**src/rtl/pwm_ds_pkg.sv**
```systemverilog
`timescale 1ns/1ps
package pwm_ds_pkg;

    // ceiling selection codes
    typedef enum logic [1:0] {
        RES_FIX8  = 2'd0,
        RES_FIX9  = 2'd1,
        RES_FIX10 = 2'd2,
        RES_PROG  = 2'd3
    } res_sel_e;

    // divider selection codes
    typedef enum logic [2:0] {
        PSC_OFF     = 3'd0,
        PSC_DIV1    = 3'd1,
        PSC_DIV8    = 3'd2,
        PSC_DIV64   = 3'd3,
        PSC_DIV256  = 3'd4,
        PSC_DIV1024 = 3'd5,
        PSC_RSV6    = 3'd6,
        PSC_RSV7    = 3'd7
    } psc_sel_e;

    // control word field positions
    localparam int CTRL_RES_LSB = 0;
    localparam int CTRL_PSC_LSB = 2;
    localparam int CTRL_INV_LSB = 5;

    // register addresses
    localparam int REG_CTRL = 0;
    localparam int REG_TOP  = 1;
    localparam int REG_CMP0 = 2;

    localparam int TOP_FLOOR   = 3;
    localparam int PSC_MAX_LOG = 10;
    localparam int PSC_W       = PSC_MAX_LOG;

endpackage

```
**src/rtl/pwm_ds_prescaler.sv**
```systemverilog
`timescale 1ns/1ps
module pwm_ds_prescaler
    import pwm_ds_pkg::*;
(
    input  logic       clk,
    input  logic       rst_n,
    input  logic [2:0] sel,
    output logic       tick
);

    typedef struct packed {
        logic [PSC_W-1:0] cnt;
    } psc_state_t;

    psc_state_t       div_q, div_d;
    logic             run;
    logic [PSC_W-1:0] lim;

    always_comb begin
        run = 1'b1;
        lim = '0;
        case (sel)
            PSC_DIV1:    lim = '0;
            PSC_DIV8:    lim = PSC_W'((1 << 3) - 1);
            PSC_DIV64:   lim = PSC_W'((1 << 6) - 1);
            PSC_DIV256:  lim = PSC_W'((1 << 8) - 1);
            PSC_DIV1024: lim = PSC_W'((1 << PSC_MAX_LOG) - 1);
            default: begin
                run = 1'b0;
                lim = '0;
            end
        endcase
        tick      = run && (div_q.cnt == lim);
        div_d.cnt = (!run || tick) ? '0 : div_q.cnt + 1'b1;
    end

    always_ff @(posedge clk or negedge rst_n) begin
        if (!rst_n) div_q <= '0;
        else        div_q <= div_d;
    end

endmodule

```
**src/rtl/pwm_ds_regs.sv**
```systemverilog
`timescale 1ns/1ps
module pwm_ds_regs
    import pwm_ds_pkg::*;
#(
    parameter int CNT_W  = 16,
    parameter int NUM_CH = 2,
    parameter int ADDR_W = 3
) (
    input  logic                          clk,
    input  logic                          rst_n,
    input  logic                          wr_en,
    input  logic [ADDR_W-1:0]             wr_addr,
    input  logic [CNT_W-1:0]              wr_data,
    output logic [2:0]                    psc_sel,
    output logic [NUM_CH-1:0]             inv,
    output logic [CNT_W-1:0]              prog_top,
    output logic [NUM_CH-1:0][CNT_W-1:0]  cmp_buf,
    output logic [CNT_W-1:0]              top_val
);

    localparam logic [CNT_W-1:0] TOP_8  = CNT_W'((1 << 8) - 1);
    localparam logic [CNT_W-1:0] TOP_9  = CNT_W'((1 << 9) - 1);
    localparam logic [CNT_W-1:0] TOP_10 = CNT_W'((1 << 10) - 1);
    localparam logic [CNT_W-1:0] TOP_LO = CNT_W'(TOP_FLOOR);

    typedef struct packed {
        logic [1:0]                   res;
        logic [2:0]                   psc;
        logic [NUM_CH-1:0]            inv;
        logic [CNT_W-1:0]             ptop;
        logic [NUM_CH-1:0][CNT_W-1:0] cmp;
    } reg_state_t;

    reg_state_t rf_q, rf_d;

    always_comb begin
        rf_d = rf_q;
        if (wr_en) begin
            if (wr_addr == ADDR_W'(REG_CTRL)) begin
                rf_d.res = wr_data[CTRL_RES_LSB +: 2];
                rf_d.psc = wr_data[CTRL_PSC_LSB +: 3];
                rf_d.inv = wr_data[CTRL_INV_LSB +: NUM_CH];
            end
            if (wr_addr == ADDR_W'(REG_TOP)) begin
                rf_d.ptop = (wr_data < TOP_LO) ? TOP_LO : wr_data;
            end
            for (int ch = 0; ch < NUM_CH; ch++) begin
                if (wr_addr == ADDR_W'(REG_CMP0 + ch)) rf_d.cmp[ch] = wr_data;
            end
        end
    end

    always_ff @(posedge clk or negedge rst_n) begin
        if (!rst_n) begin
            rf_q.res  <= RES_FIX8;
            rf_q.psc  <= PSC_OFF;
            rf_q.inv  <= '0;
            rf_q.ptop <= '1;
            rf_q.cmp  <= '0;
        end else begin
            rf_q <= rf_d;
        end
    end

    always_comb begin
        case (rf_q.res)
            RES_FIX8:  top_val = TOP_8;
            RES_FIX9:  top_val = TOP_9;
            RES_FIX10: top_val = TOP_10;
            default:   top_val = rf_q.ptop;
        endcase
    end

    assign psc_sel  = rf_q.psc;
    assign inv      = rf_q.inv;
    assign prog_top = rf_q.ptop;
    assign cmp_buf  = rf_q.cmp;

endmodule

```
**src/rtl/pwm_ds_counter.sv**
```systemverilog
`timescale 1ns/1ps
module pwm_ds_counter #(
    parameter int CNT_W = 16
) (
    input  logic             clk,
    input  logic             rst_n,
    input  logic             tick,
    input  logic [CNT_W-1:0] top_val,
    output logic [CNT_W-1:0] cnt_q,
    output logic [CNT_W-1:0] cnt_nxt,
    output logic             arr_up_nxt,
    output logic             reach_top,
    output logic             top_flag,
    output logic             bot_flag
);

    typedef struct packed {
        logic [CNT_W-1:0] cnt;
        logic             dir_up;
        logic             arr_up;
        logic             f_top;
        logic             f_bot;
    } ctr_state_t;

    ctr_state_t ctr_q, ctr_d;

    always_comb begin
        ctr_d       = ctr_q;
        ctr_d.f_top = 1'b0;
        ctr_d.f_bot = 1'b0;
        if (tick) begin
            if (ctr_q.dir_up) begin
                if (ctr_q.cnt >= top_val) begin
                    // ceiling moved below the count: reverse, no strobe
                    ctr_d.cnt    = ctr_q.cnt - 1'b1;
                    ctr_d.dir_up = 1'b0;
                    ctr_d.arr_up = 1'b0;
                end else begin
                    ctr_d.cnt    = ctr_q.cnt + 1'b1;
                    ctr_d.arr_up = 1'b1;
                    if (ctr_q.cnt + 1'b1 == top_val) begin
                        ctr_d.dir_up = 1'b0;
                        ctr_d.f_top  = 1'b1;
                    end
                end
            end else begin
                ctr_d.cnt    = ctr_q.cnt - 1'b1;
                ctr_d.arr_up = 1'b0;
                if (ctr_q.cnt == CNT_W'(1)) begin
                    ctr_d.dir_up = 1'b1;
                    ctr_d.f_bot  = 1'b1;
                end
            end
        end
    end

    always_ff @(posedge clk or negedge rst_n) begin
        if (!rst_n) begin
            ctr_q.cnt    <= '0;
            ctr_q.dir_up <= 1'b1;
            ctr_q.arr_up <= 1'b1;
            ctr_q.f_top  <= 1'b0;
            ctr_q.f_bot  <= 1'b0;
        end else begin
            ctr_q <= ctr_d;
        end
    end

    assign cnt_q      = ctr_q.cnt;
    assign cnt_nxt    = ctr_d.cnt;
    assign arr_up_nxt = ctr_d.arr_up;
    assign reach_top  = ctr_d.f_top;
    assign top_flag   = ctr_q.f_top;
    assign bot_flag   = ctr_q.f_bot;

endmodule

```
**src/rtl/pwm_ds_channel.sv**
```systemverilog
`timescale 1ns/1ps
module pwm_ds_channel #(
    parameter int CNT_W = 16
) (
    input  logic             clk,
    input  logic             rst_n,
    input  logic             load,
    input  logic [CNT_W-1:0] cmp_buf,
    input  logic [CNT_W-1:0] cnt_nxt,
    input  logic             arr_up_nxt,
    input  logic [CNT_W-1:0] top_val,
    input  logic             inv,
    output logic [CNT_W-1:0] cmp_act,
    output logic             pwm
);

    typedef struct packed {
        logic [CNT_W-1:0] cmp;
        logic             lvl;
    } ch_state_t;

    ch_state_t ch_q, ch_d;
    logic      raw;

    always_comb begin
        ch_d.cmp = load ? cmp_buf : ch_q.cmp;
        if (ch_d.cmp == '0)            raw = 1'b1;
        else if (ch_d.cmp >= top_val)  raw = 1'b0;
        else if (arr_up_nxt)           raw = (cnt_nxt < ch_d.cmp);
        else                           raw = (cnt_nxt <= ch_d.cmp);
        ch_d.lvl = raw ^ inv;
    end

    always_ff @(posedge clk or negedge rst_n) begin
        if (!rst_n) begin
            ch_q.cmp <= '0;
            ch_q.lvl <= 1'b1;
        end else begin
            ch_q <= ch_d;
        end
    end

    assign cmp_act = ch_q.cmp;
    assign pwm     = ch_q.lvl;

endmodule

```
**src/rtl/pwm_dualslope.sv**
```systemverilog
`timescale 1ns/1ps
module pwm_dualslope #(
    parameter int CNT_W  = 16,
    parameter int NUM_CH = 2,
    parameter int ADDR_W = 3
) (
    input  logic              clk,
    input  logic              rst_n,
    input  logic              wr_en,
    input  logic [ADDR_W-1:0] wr_addr,
    input  logic [CNT_W-1:0]  wr_data,
    output logic [NUM_CH-1:0] pwm_out,
    output logic              top_flag,
    output logic              bot_flag
);

    logic [2:0]                   psc_sel;
    logic [NUM_CH-1:0]            inv;
    logic [CNT_W-1:0]             prog_top;
    logic [NUM_CH-1:0][CNT_W-1:0] cmp_buf;
    logic [NUM_CH-1:0][CNT_W-1:0] cmp_act;
    logic [CNT_W-1:0]             top_val;
    logic                         tick;
    logic [CNT_W-1:0]             cnt_q;
    logic [CNT_W-1:0]             cnt_nxt;
    logic                         arr_up_nxt;
    logic                         reach_top;

    pwm_ds_regs #(
        .CNT_W (CNT_W),
        .NUM_CH(NUM_CH),
        .ADDR_W(ADDR_W)
    ) u_regs (
        .clk     (clk),
        .rst_n   (rst_n),
        .wr_en   (wr_en),
        .wr_addr (wr_addr),
        .wr_data (wr_data),
        .psc_sel (psc_sel),
        .inv     (inv),
        .prog_top(prog_top),
        .cmp_buf (cmp_buf),
        .top_val (top_val)
    );

    pwm_ds_prescaler u_psc (
        .clk  (clk),
        .rst_n(rst_n),
        .sel  (psc_sel),
        .tick (tick)
    );

    pwm_ds_counter #(
        .CNT_W(CNT_W)
    ) u_ctr (
        .clk       (clk),
        .rst_n     (rst_n),
        .tick      (tick),
        .top_val   (top_val),
        .cnt_q     (cnt_q),
        .cnt_nxt   (cnt_nxt),
        .arr_up_nxt(arr_up_nxt),
        .reach_top (reach_top),
        .top_flag  (top_flag),
        .bot_flag  (bot_flag)
    );

    for (genvar ch = 0; ch < NUM_CH; ch++) begin : g_ch
        pwm_ds_channel #(
            .CNT_W(CNT_W)
        ) u_ch (
            .clk       (clk),
            .rst_n     (rst_n),
            .load      (reach_top),
            .cmp_buf   (cmp_buf[ch]),
            .cnt_nxt   (cnt_nxt),
            .arr_up_nxt(arr_up_nxt),
            .top_val   (top_val),
            .inv       (inv[ch]),
            .cmp_act   (cmp_act[ch]),
            .pwm       (pwm_out[ch])
        );
    end

endmodule

```
**config.mk**
```make
export PLATFORM = sky130hd
export DESIGN_NAME = pwm_dualslope
export DESIGN_NICKNAME = d
export VERILOG_FILES = /design/src/rtl/pwm_ds_pkg.sv /design/src/rtl/pwm_ds_prescaler.sv /design/src/rtl/pwm_ds_regs.sv /design/src/rtl/pwm_ds_counter.sv /design/src/rtl/pwm_ds_channel.sv /design/src/rtl/pwm_dualslope.sv
export SDC_FILE = /design/constraint.sdc
export NUM_CORES = 1
export LEC_CHECK = 0
export ABC_CLOCK_PERIOD_IN_PS = 11300
export BUFFER_PORTS_ARGS = -buffer_cell sky130_fd_sc_hd__buf_2
export CAP_MARGIN = 25
export CORE_MARGIN = 10
export CORE_UTILIZATION = 55
export CTS_BUF_LIST = sky130_fd_sc_hd__clkbuf_4
export DETAILED_ROUTE_END_ITERATION = 16
export GPL_ROUTABILITY_DRIVEN = 0
export PLACE_DENSITY = 0.72
export SYNTH_ARGS = -nofsm -noshare
export SYNTH_HDL_FRONTEND = slang
export SYNTH_SLANG_ARGS = --single-unit
```
**constraint.sdc**
```tcl
create_clock -name clk -period 11.3 [get_ports clk]
set_clock_uncertainty 0.1 [all_clocks]
set_input_delay 2.26 -clock clk [delete_from_list [all_inputs] [get_ports clk]]
set_output_delay 2.26 -clock clk [all_outputs]
set_load 0.01 [all_outputs]
```
## Yosys cells after proc, flatten, opt, wreduce, memory -nomap -nowiden

Cells that the tools add are included.
Widths: inputs -> output; s select.

- Mux-type cells: 22
- Div/mod/pow operators: 0
- Reduce and logical (&&, ||, !) cells: 12
- Shift operators: 0
- Order comparisons: 8
- Multiply operators: 0
- Bitwise logic cells: 2
- Add/subtract/negate cells: 3
- Equal/unequal tests: 13

Operators with widths:

| cell | count |
|---|---|
| $ge 16x16->1 | 3 |
| $mux 16 | 3 |
| $pmux 16 s3 | 1 |
| $pmux 10 s4 | 1 |
| $mux 18 | 2 |
| $le 16x16->1 | 2 |
| $logic_not 16->1 | 2 |
| $lt 16x16->1 | 2 |
| $mux 20 | 1 |
| $add 16x1->16 const B | 1 |
| $eq 16x1->1 const B | 1 |
| $eq 16x16->1 | 1 |
| $lt 16x2->1 const B | 1 |
| $sub 16x1->16 const B | 1 |
| $mux 1 | 13 |
| $eq 3x2->1 const B | 4 |
| $add 10x1->10 const B | 1 |
| $eq 10x10->1 | 1 |
| $mux 10 | 1 |
| $reduce_and 2->1 | 4 |
| $eq 3x1->1 const B | 2 |
| $eq 3x3->1 const B | 2 |
| $reduce_or 5->1 | 1 |
| $logic_not 3->1 | 1 |
| other kinds (7) | 8 |

- Latch bits: 0
- Memory bits (read-only): 0
- Output and inout bits: 4
- Memory bits (writable): 0
- Memories kept: 0
- Register bits: 119
- Word-level logic and storage cells: 76

## Logic depth before layout (Yosys ltp)

Gate-level depths: netlist of run 1.

- Word-level depth: 13
- Gate-level depth with buffers: 28
- Gate-level depth less buffers: 26

## Modules after synthesis

A second synthesis of run 1 with hierarchy kept.

- Cells, all modules: 887
- Area total of the unflattened synthesis: 8,784.7 um2

Modules (own cells, without submodules):

| module | cells an instance | times used | sequential area each (um2) | area an instance (um2) |
|---|---|---|---|---|
| pwm_ds_regs | 205 | 1 | 1,396.3 | 2,783.9 |
| pwm_ds_counter | 303 | 1 | 503.0 | 2,438.6 |
| pwm_ds_channel at g_ch[1].u_ch | 155 | 1 | 426.7 | 1,470.2 |
| pwm_ds_channel at g_ch[0].u_ch | 153 | 1 | 426.7 | 1,452.6 |
| pwm_ds_prescaler | 71 | 1 | 250.2 | 639.4 |

## Least setup slack after synthesis of run 1

No wires, ideal clock.

- Path type: register to register
- From: register u_regs.rf_q[54] in the netlist's numbering
- To: register g_ch[1].u_ch.ch_q, in the netlist g_ch[1].u_ch.pwm
- Required time: 11.125 ns
- Slack: 6.165 ns
- Setup time: 0.075 ns
- Arrival time: 4.960 ns
- Stages on the path, launching flop included: 26
- Cell sequence: dfrtp_1 > ha_1 > buf_2 > mux2i_1 > ha_1 > and4_1 > a221oi_1 > o221ai_2 > or2_1 > buf_2 > nor3_2 > nand2_1 > nand2_1 > inv_1 > ha_1 > a21o_1 > a21o_1 > a21oi_1 > nor3_1 > a211oi_1 > o21ai_0 > or2_2 > o41ai_1 > o211ai_1 > a22oi_2 > xor2_1

RTL lines:

| element | line | RTL |
|---|---|---|
| from (decl) | pwm_ds_regs.sv:34 | `reg_state_t rf_q, rf_d;` |
| from (signal assigned) | pwm_ds_regs.sv:61 | `rf_q <= rf_d;` |
| to (signal assigned) | pwm_ds_channel.sv:39 | `ch_q <= ch_d;` |
| to (decl) | pwm_ds_channel.sv:22 | `ch_state_t ch_q, ch_d;` |

==> out/qor.yml, run 1 <==
timing.fmax_mhz: 150
final_cell_count_no_fill: 995
drv_cap: 0
seqPwrFrac: 0.404
async_flop_share: 1.00
clockPowerShare: 0.170
arrival_ns: 7.05
syn_nets: 882
min_path_type: "reg2reg"
ir_drop_v: 0.000113
core_um2: 14000
wl_met1_um: 9490
ff2ff_setup_slack_ns: 4.65
tritoncts: "yes"
yosysMostFrequentCell: "dfrtp_1"
p_leak_nw: 4.15
dr.pass1.iters: 6
period_share: 0.588
pre_cts_ws_ns: 4.88
syn_area_per_cell_um2: 10.1
drt_iter0_markers: 652
dp.cells: 962
synthDistinctLibCells: 75
slew_violations: 0
required_ns: 11.70
critPathKind: "reg2reg"
start_util: 0.566
die_height_um: 140
port_buffers: 25
ys_seq_area_frac: 0.379
cts_root_buffer: "clkbuf_4"
wl_per_cell_um: 21.5
area_growth_pct: 6.65
relSlewSlack: 0.379
hpwl_um: 16600
synth_warnings: 0
status: "finished, final reports clean"
drtAntennaViolNets: 0
cts.sinks: 119
p_int_mw: 0.886
powerDensity_nw_per_um2: 187
synth_edf_count: 0
p_sw_mw: 0.697
pin_count: 26
synth_top_cell_by_area: "dfrtp_1"
antenna_cells: 0
vias: 6314
fin_util: 0.604
drc: 0
clkLatencyLatePin_ns: 0.58
synth_seq_cells: 119
die_w_um: 140
grt_pass1_wl_um: 34500
drive_above_1_share: 0.200
path_clk_slew_ns: 0.11
finalSetupViolCount: 0
p_comb_frac: 0.426
clock_path_buffers: 2
postCtsHoldBufs: 0
grt_start_max_net_pins: 76
rsz0062_at_grt: "no"
p_total_mw: 1.58
fin_nets: 902
synth.cell_area_um2: 7920
cts_setup_buffers: 0
critPathMaxFanout: 15
swShare: 0.440
vias_per_cell: 6.35
synth.top_cells.by_count: "dfrtp_1 (99), ha_1 (78), mux2_2 (56)"
dr_wl_met3_um: 1250
cts_resized: 0
wl_met2_um: 9640
synth_top_area_share: 0.313
tns_ns: 0
netlist_instances: 782
gr-total-overflow: 0
grt_pass1_vias: 6347
cts_buffers: 17
ys.flop_type: "dfrtp_1"
startpoint_type: "register"
wirelength_um: 21400
rows: 43
setup_slack_ns: 4.65
worst_setup_path_end_kind: "register"
grtUsageTotal: 0.222
tightest_slew_ns: 0.931
antenna_found_initial: 0
period_minus_slack_ns: 6.65
die_area_um2: 19600
ctsHtreeMaxLevel: 4
top_layer_used: "met4"
synthTopCellsByArea: "dfrtp_1 (31%), ha_1 (12%), mux2_2 (8.0%), dfstp_2 (6.6%), mux2i_1 (3.9%)"
hold_viol: 0
placed cells by master, fill, tap and decap left out, types with 5 or more instances in the layout:
cell type,netlist,routed
xor2_1,25,25
nand2_1,55,55
dfrtp_1,99,99
clkinv_2,0,5
clkbuf_4,0,18
or2_2,6,6
and4_1,7,7
nand3b_1,5,5
xnor2_1,18,18
and3_1,9,9
nand2b_1,10,10
clkinvlp_4,0,5
mux2_2,56,56
mux2i_1,31,31
o31ai_1,5,5
and2_1,10,10
nor4_1,24,24
o21ai_0,17,17
nor2b_1,14,14
nand3_1,24,24
nand4_1,23,23
ha_1,78,78
a21o_1,15,15
nor3_1,13,13
inv_1,38,38
nor2_1,50,50
o211ai_1,5,5
a21oi_1,30,30
dfstp_2,20,20
buf_2,8,24
metrics by stage:
step	hold slack, ns	cell area, µm²
after floorplan	0.303	7920
after global placement	0.330	8170
after detailed placement	0.337	8200
after CTS	0.341	8440
after global routing	0.371	8450
final	0.336	8450
registers in the layout, summed over array words and instances, names as in the netlist:
signal and count:
u_ctr.ctr_q 2, u_ctr.top_flag 1, u_psc.div_q 10, g_ch.u_ch.cmp_act 32, u_regs.cmp_buf 32, u_regs.psc_sel 3, u_regs.inv 2, u_ctr.bot_flag 1
u_regs.rf_q 2, u_ctr.cnt_q 16, g_ch.u_ch.pwm 2, u_regs.prog_top 16
worst paths after layout:
kind	from	endpoint	cells after the start
max in group asynchronous	rst_n	g_ch[0].u_ch.cmp_act[13]	2
hold / removal	u_regs.inv[0]	g_ch[0].u_ch.pwm	1
min in group asynchronous	rst_n	u_ctr.cnt_q[10]	1
setup reg to reg	u_regs.rf_q[54]	g_ch[1].u_ch.pwm	24
setup / recovery	u_regs.rf_q[54]	g_ch[1].u_ch.pwm	24
hold reg to reg	u_regs.inv[0]	g_ch[0].u_ch.pwm	1
cell type report:
cell class,instances,area [µm²]
Clock buffer,17,128
Clock inverter,15,106
Fill cell,1161,5540
Inverter,38,143
Multi-Input combinational cell,596,4660
Sequential cell,119,3000
Tap cell,180,225
Timing Repair Buffer,30,180
layer usage:
| layer | global-route usage | vias up |
|---|---|---|
| met5 | 0 | - |
| met4 | 0.124 | 0 |
| met3 | 0.0365 | 64 |
| met2 | 0.343 | 283 |
| met1 | 0.288 | 3058 |
| li1 | - | 2909 |
logic make-up after synthesis:
kind of cell               share of synthesized area
AOI/OAI and AO/OA                              0.103
xor gates and xnor gates                      0.0504
adders and majority gates                      0.123
buffers and inverters                         0.0368
DFF                                            0.379
muxes                                          0.119
and+or+nand+nor                                0.189
critical path, stage by stage, from the launching register on:
cell and delay, ns:
dfrtp_1 0.41, ha_1 0.54, nor2b_1 0.64, ha_1 0.38, a21oi_1 0.14, o21ai_0 0.11, a221oi_1 0.32, o221ai_2 0.38
or2_1 0.46, nor3_2 0.67, nand2_1 0.12, nand2_1 0.14, inv_1 0.05, ha_1 0.29, a21o_1 0.18, a21o_1 0.18
a21oi_1 0.17, nor3_1 0.06, a211oi_1 0.19, o21ai_0 0.13, or2_2 0.29, o41ai_1 0.06, o211ai_1 0.16, a22oi_2 0.24
xor2_1 0.17
power groups by stage:
stage          clock network, mW  registers (mW)  logic (mW)
6_report                   0.269           0.639       0.674
5_1_grt                    0.294           0.653       0.742
4_1_cts                    0.273           0.635       0.662
3_5_place_dp                   0           0.643       0.656
3_3_place_gp                   0           0.641       0.629
2_1_floorplan                  0           0.573       0.530
Note: power is estimated with default switching activity, not from simulation.
==> run 2: changes to the inputs <==
--- a/config.mk
+++ b/config.mk
@@ -5,7 +5,7 @@
 export SDC_FILE = /design/constraint.sdc
 export NUM_CORES = 1
 export LEC_CHECK = 0
-export ABC_CLOCK_PERIOD_IN_PS = 11300
+export ABC_CLOCK_PERIOD_IN_PS = 6320
 export BUFFER_PORTS_ARGS = -buffer_cell sky130_fd_sc_hd__buf_2
 export CAP_MARGIN = 25
 export CORE_MARGIN = 10
==> constraint.sdc (replaced) <==
create_clock -name clk -period 6.32 [get_ports clk]
set_clock_uncertainty 0.1 [all_clocks]
set_input_delay 1.264 -clock clk [delete_from_list [all_inputs] [get_ports clk]]
set_output_delay 1.264 -clock clk [all_outputs]
set_load 0.01 [all_outputs]
==> out/qor.yml, run 2 (same netlist as run 1, synthesis figures left out) <==
clock_path_buffers: 2  # unchanged
fin_hold_ws_ns: 0.343  # +0.00694 ns
pin_count: 26  # unchanged
wirelength_um: 21600  # +1.1%
tightest_slew_ns: 0.913  # -0.0185 ns
gr-total-overflow: 0  # unchanged
r2r_end: "g_ch[1].u_ch.pwm"
required_ns: 6.72  # -4.98 ns
rsz0062_at_grt: "no"
drv_cap: 0  # unchanged
critPathSlowestCell: "mux2i_1"
finalSetupViolCount: 0  # unchanged
grtUsageTotal: 0.221  # -0.000497
grt_pass1_wl_um: 34500  # about the same
tritoncts: "yes"
period_minus_slack_ns: 5.84  # -0.808 ns
critPathMaxFanout: 31  # +16
rr_startpoint: "u_regs.rf_q[54]"
status: "finished, final reports clean"
critPathKind: "reg2reg"
timing.fmax_mhz: 171  # +14%
port_buffers: 25  # unchanged
vias_per_cell: 6.31  # -0.55%
wl_per_cell_um: 21.5  # +0.19%
cts_buffers: 17  # unchanged
period_share: 0.924  # +0.336
path_clk_slew_ns: 0.12  # about the same
clockPowerShare: 0.196  # +0.026
area_growth_pct: 8.22
rows: 43  # unchanged
drtAntennaViolNets: 0  # unchanged
p_int_mw: 1.72  # +94%
postCtsHoldBufs: 0  # unchanged
clkLatencyLatePin_ns: 0.58  # about the same
worst_setup_path_end_kind: "register"
ff2ff_setup_slack_ns: 0.48  # -4.17 ns
tns_ns: 0  # unchanged
arrival_ns: 6.24  # -0.81 ns
fin_nets: 911  # +1.0%
cts.sinks: 119  # unchanged
p_comb_frac: 0.415  # -0.011
hold_viol: 0  # unchanged
vias: 6336  # +0.35%
ctsHtreeMaxLevel: 4  # unchanged
die_height_um: 140  # unchanged
grt_pass1_vias: 6409  # +0.98%
relSlewSlack: 0.388  # +0.00912
drive_above_1_share: 0.206  # +0.00631
drt_iter0_markers: 629  # -3.5%
start_util: 0.566  # unchanged
cp_cell_sequence: "ha_1, mux2i_1, ha_1, and4_1, a221oi_1, o221ai_2, buf_4, nor2_1, nand3_1, buf_4, mux2i_1, inv_1, ha_1, a21o_1, a21oi_1, nor2b_1, o21ai_0, nand2b_1, a21oi_1, o21ai_0, a2111oi_4, o31ai_1, a22oi_2, xor2_1"
die_area_um2: 19600  # unchanged
critPathLaunch: "u_regs.rf_q[54]"
dr.pass1.iters: 6  # unchanged
cpMostUsedCell: "ha_1"
final_cell_count_no_fill: 1004  # +0.90%
most-common-layout-cells: "dfrtp_1 (99), ha_1 (77), mux2_2 (56)"
layout_commonest_cell: "dfrtp_1"
drc: 0  # unchanged
min_path_type: "reg2reg"
hpwl_um: 17000  # +2.0%
ir_drop_v: 0.000221  # +96%
seqPwrFrac: 0.388  # -0.016
p_leak_nw: 4.22  # +1.7%
ff2ff_path_depth: 24  # unchanged
placed_cell_area_um2: 8280  # +0.92%
die_w_um: 140  # unchanged
slew_violations: 0  # unchanged
grt_start_max_net_pins: 69  # -9.2%
p_sw_mw: 1.23  # +76%
antenna_cells: 0  # unchanged
cts_setup_buffers: 0  # unchanged
stdcell_area_um2: 8570  # +1.5%
swShare: 0.416  # -0.0240
powerDensity_nw_per_um2: 344  # +84%
cp_slowest_stage_delay_ns: 0.49  # -0.18 ns
endpoint: "g_ch[1].u_ch.pwm"
dp.cells: 972  # +1.0%
cts_root_buffer: "clkbuf_4"
antenna_found_initial: 1  # +1
startpoint_type: "register"
core_um2: 14000  # unchanged
## run 2: cell count changes in the layout (fill, tap and decap cells not counted), sizes merged
cell,delta
buf,+10
bufinv,+3
clkbuf,-1
clkinv,-1
clkinvlp,-1
inv,-1
## run 2: what timing repair did
item / CTS / global route
resized for setup: 0 / 1
endpoints found under the setup margin: 0 / 1
endpoints found under the hold margin: 0 / 0
## run 2: routing by layer
layer	vias to the layer above	global-route usage	routed length [µm]
met4	0	0.123	1000
li1	2913	-	-
met1	3107	0.280	9350
met5	-	0	0
met3	64	0.0524	1480
met2	252	0.340	9770
## run 2: cell type report
class | instances | area [µm²]
Inverter | 38 | 143
Timing Repair Buffer | 39 | 248
Tap cell | 180 | 225
Multi-Input combinational cell | 596 | 4660
Clock buffer | 17 | 128
Clock inverter | 15 | 160
Fill cell | 1186 | 5420
Sequential cell | 119 | 3000
## run 2: how the worst min path moves through the flow
stage,depth (start not counted),slack [ns],start,to
floorplan,1,0.30,u_regs.inv[0],g_ch[0].u_ch.pwm
global placement,1,0.33,u_regs.inv[0],g_ch[0].u_ch.pwm
CTS,1,0.34,u_regs.inv[0],g_ch[0].u_ch.pwm
finish,1,0.34,u_regs.inv[0],g_ch[0].u_ch.pwm
detailed placement,1,0.33,u_regs.inv[0],g_ch[0].u_ch.pwm
global route,1,0.37,u_regs.inv[0],g_ch[0].u_ch.pwm
## run 2: stage by stage
stage	setup WS [ns]	util	total power [mW]
detailed placement	0.447	0.592	2.35
floorplan	1.19	-	1.97
CTS	0.424	0.612	2.93
finish	0.483	0.613	2.95
global placement	0.700	0.590	2.30
global route	0.0967	0.613	3.14
## run 2: power groups by stage
stage | Sequential [mW] | Combinational [mW] | Clock (mW)
floorplan | 1.02 | 0.947 | 0
global placement | 1.15 | 1.15 | 0
detailed placement | 1.15 | 1.20 | 0
CTS | 1.14 | 1.21 | 0.587
global route | 1.17 | 1.35 | 0.620
finish | 1.15 | 1.23 | 0.579
## run 2: worst max-delay path: cells and delay by family, from the launching register on
family | cells | cell delay (ns)
mux | 2 | 0.88
flops | 1 | 0.42
buf+inv | 3 | 0.65
fa+ha+maj | 3 | 0.97
xor+xnor | 1 | 0.17
compound gates | 10 | 1.93
simple gates | 5 | 0.59
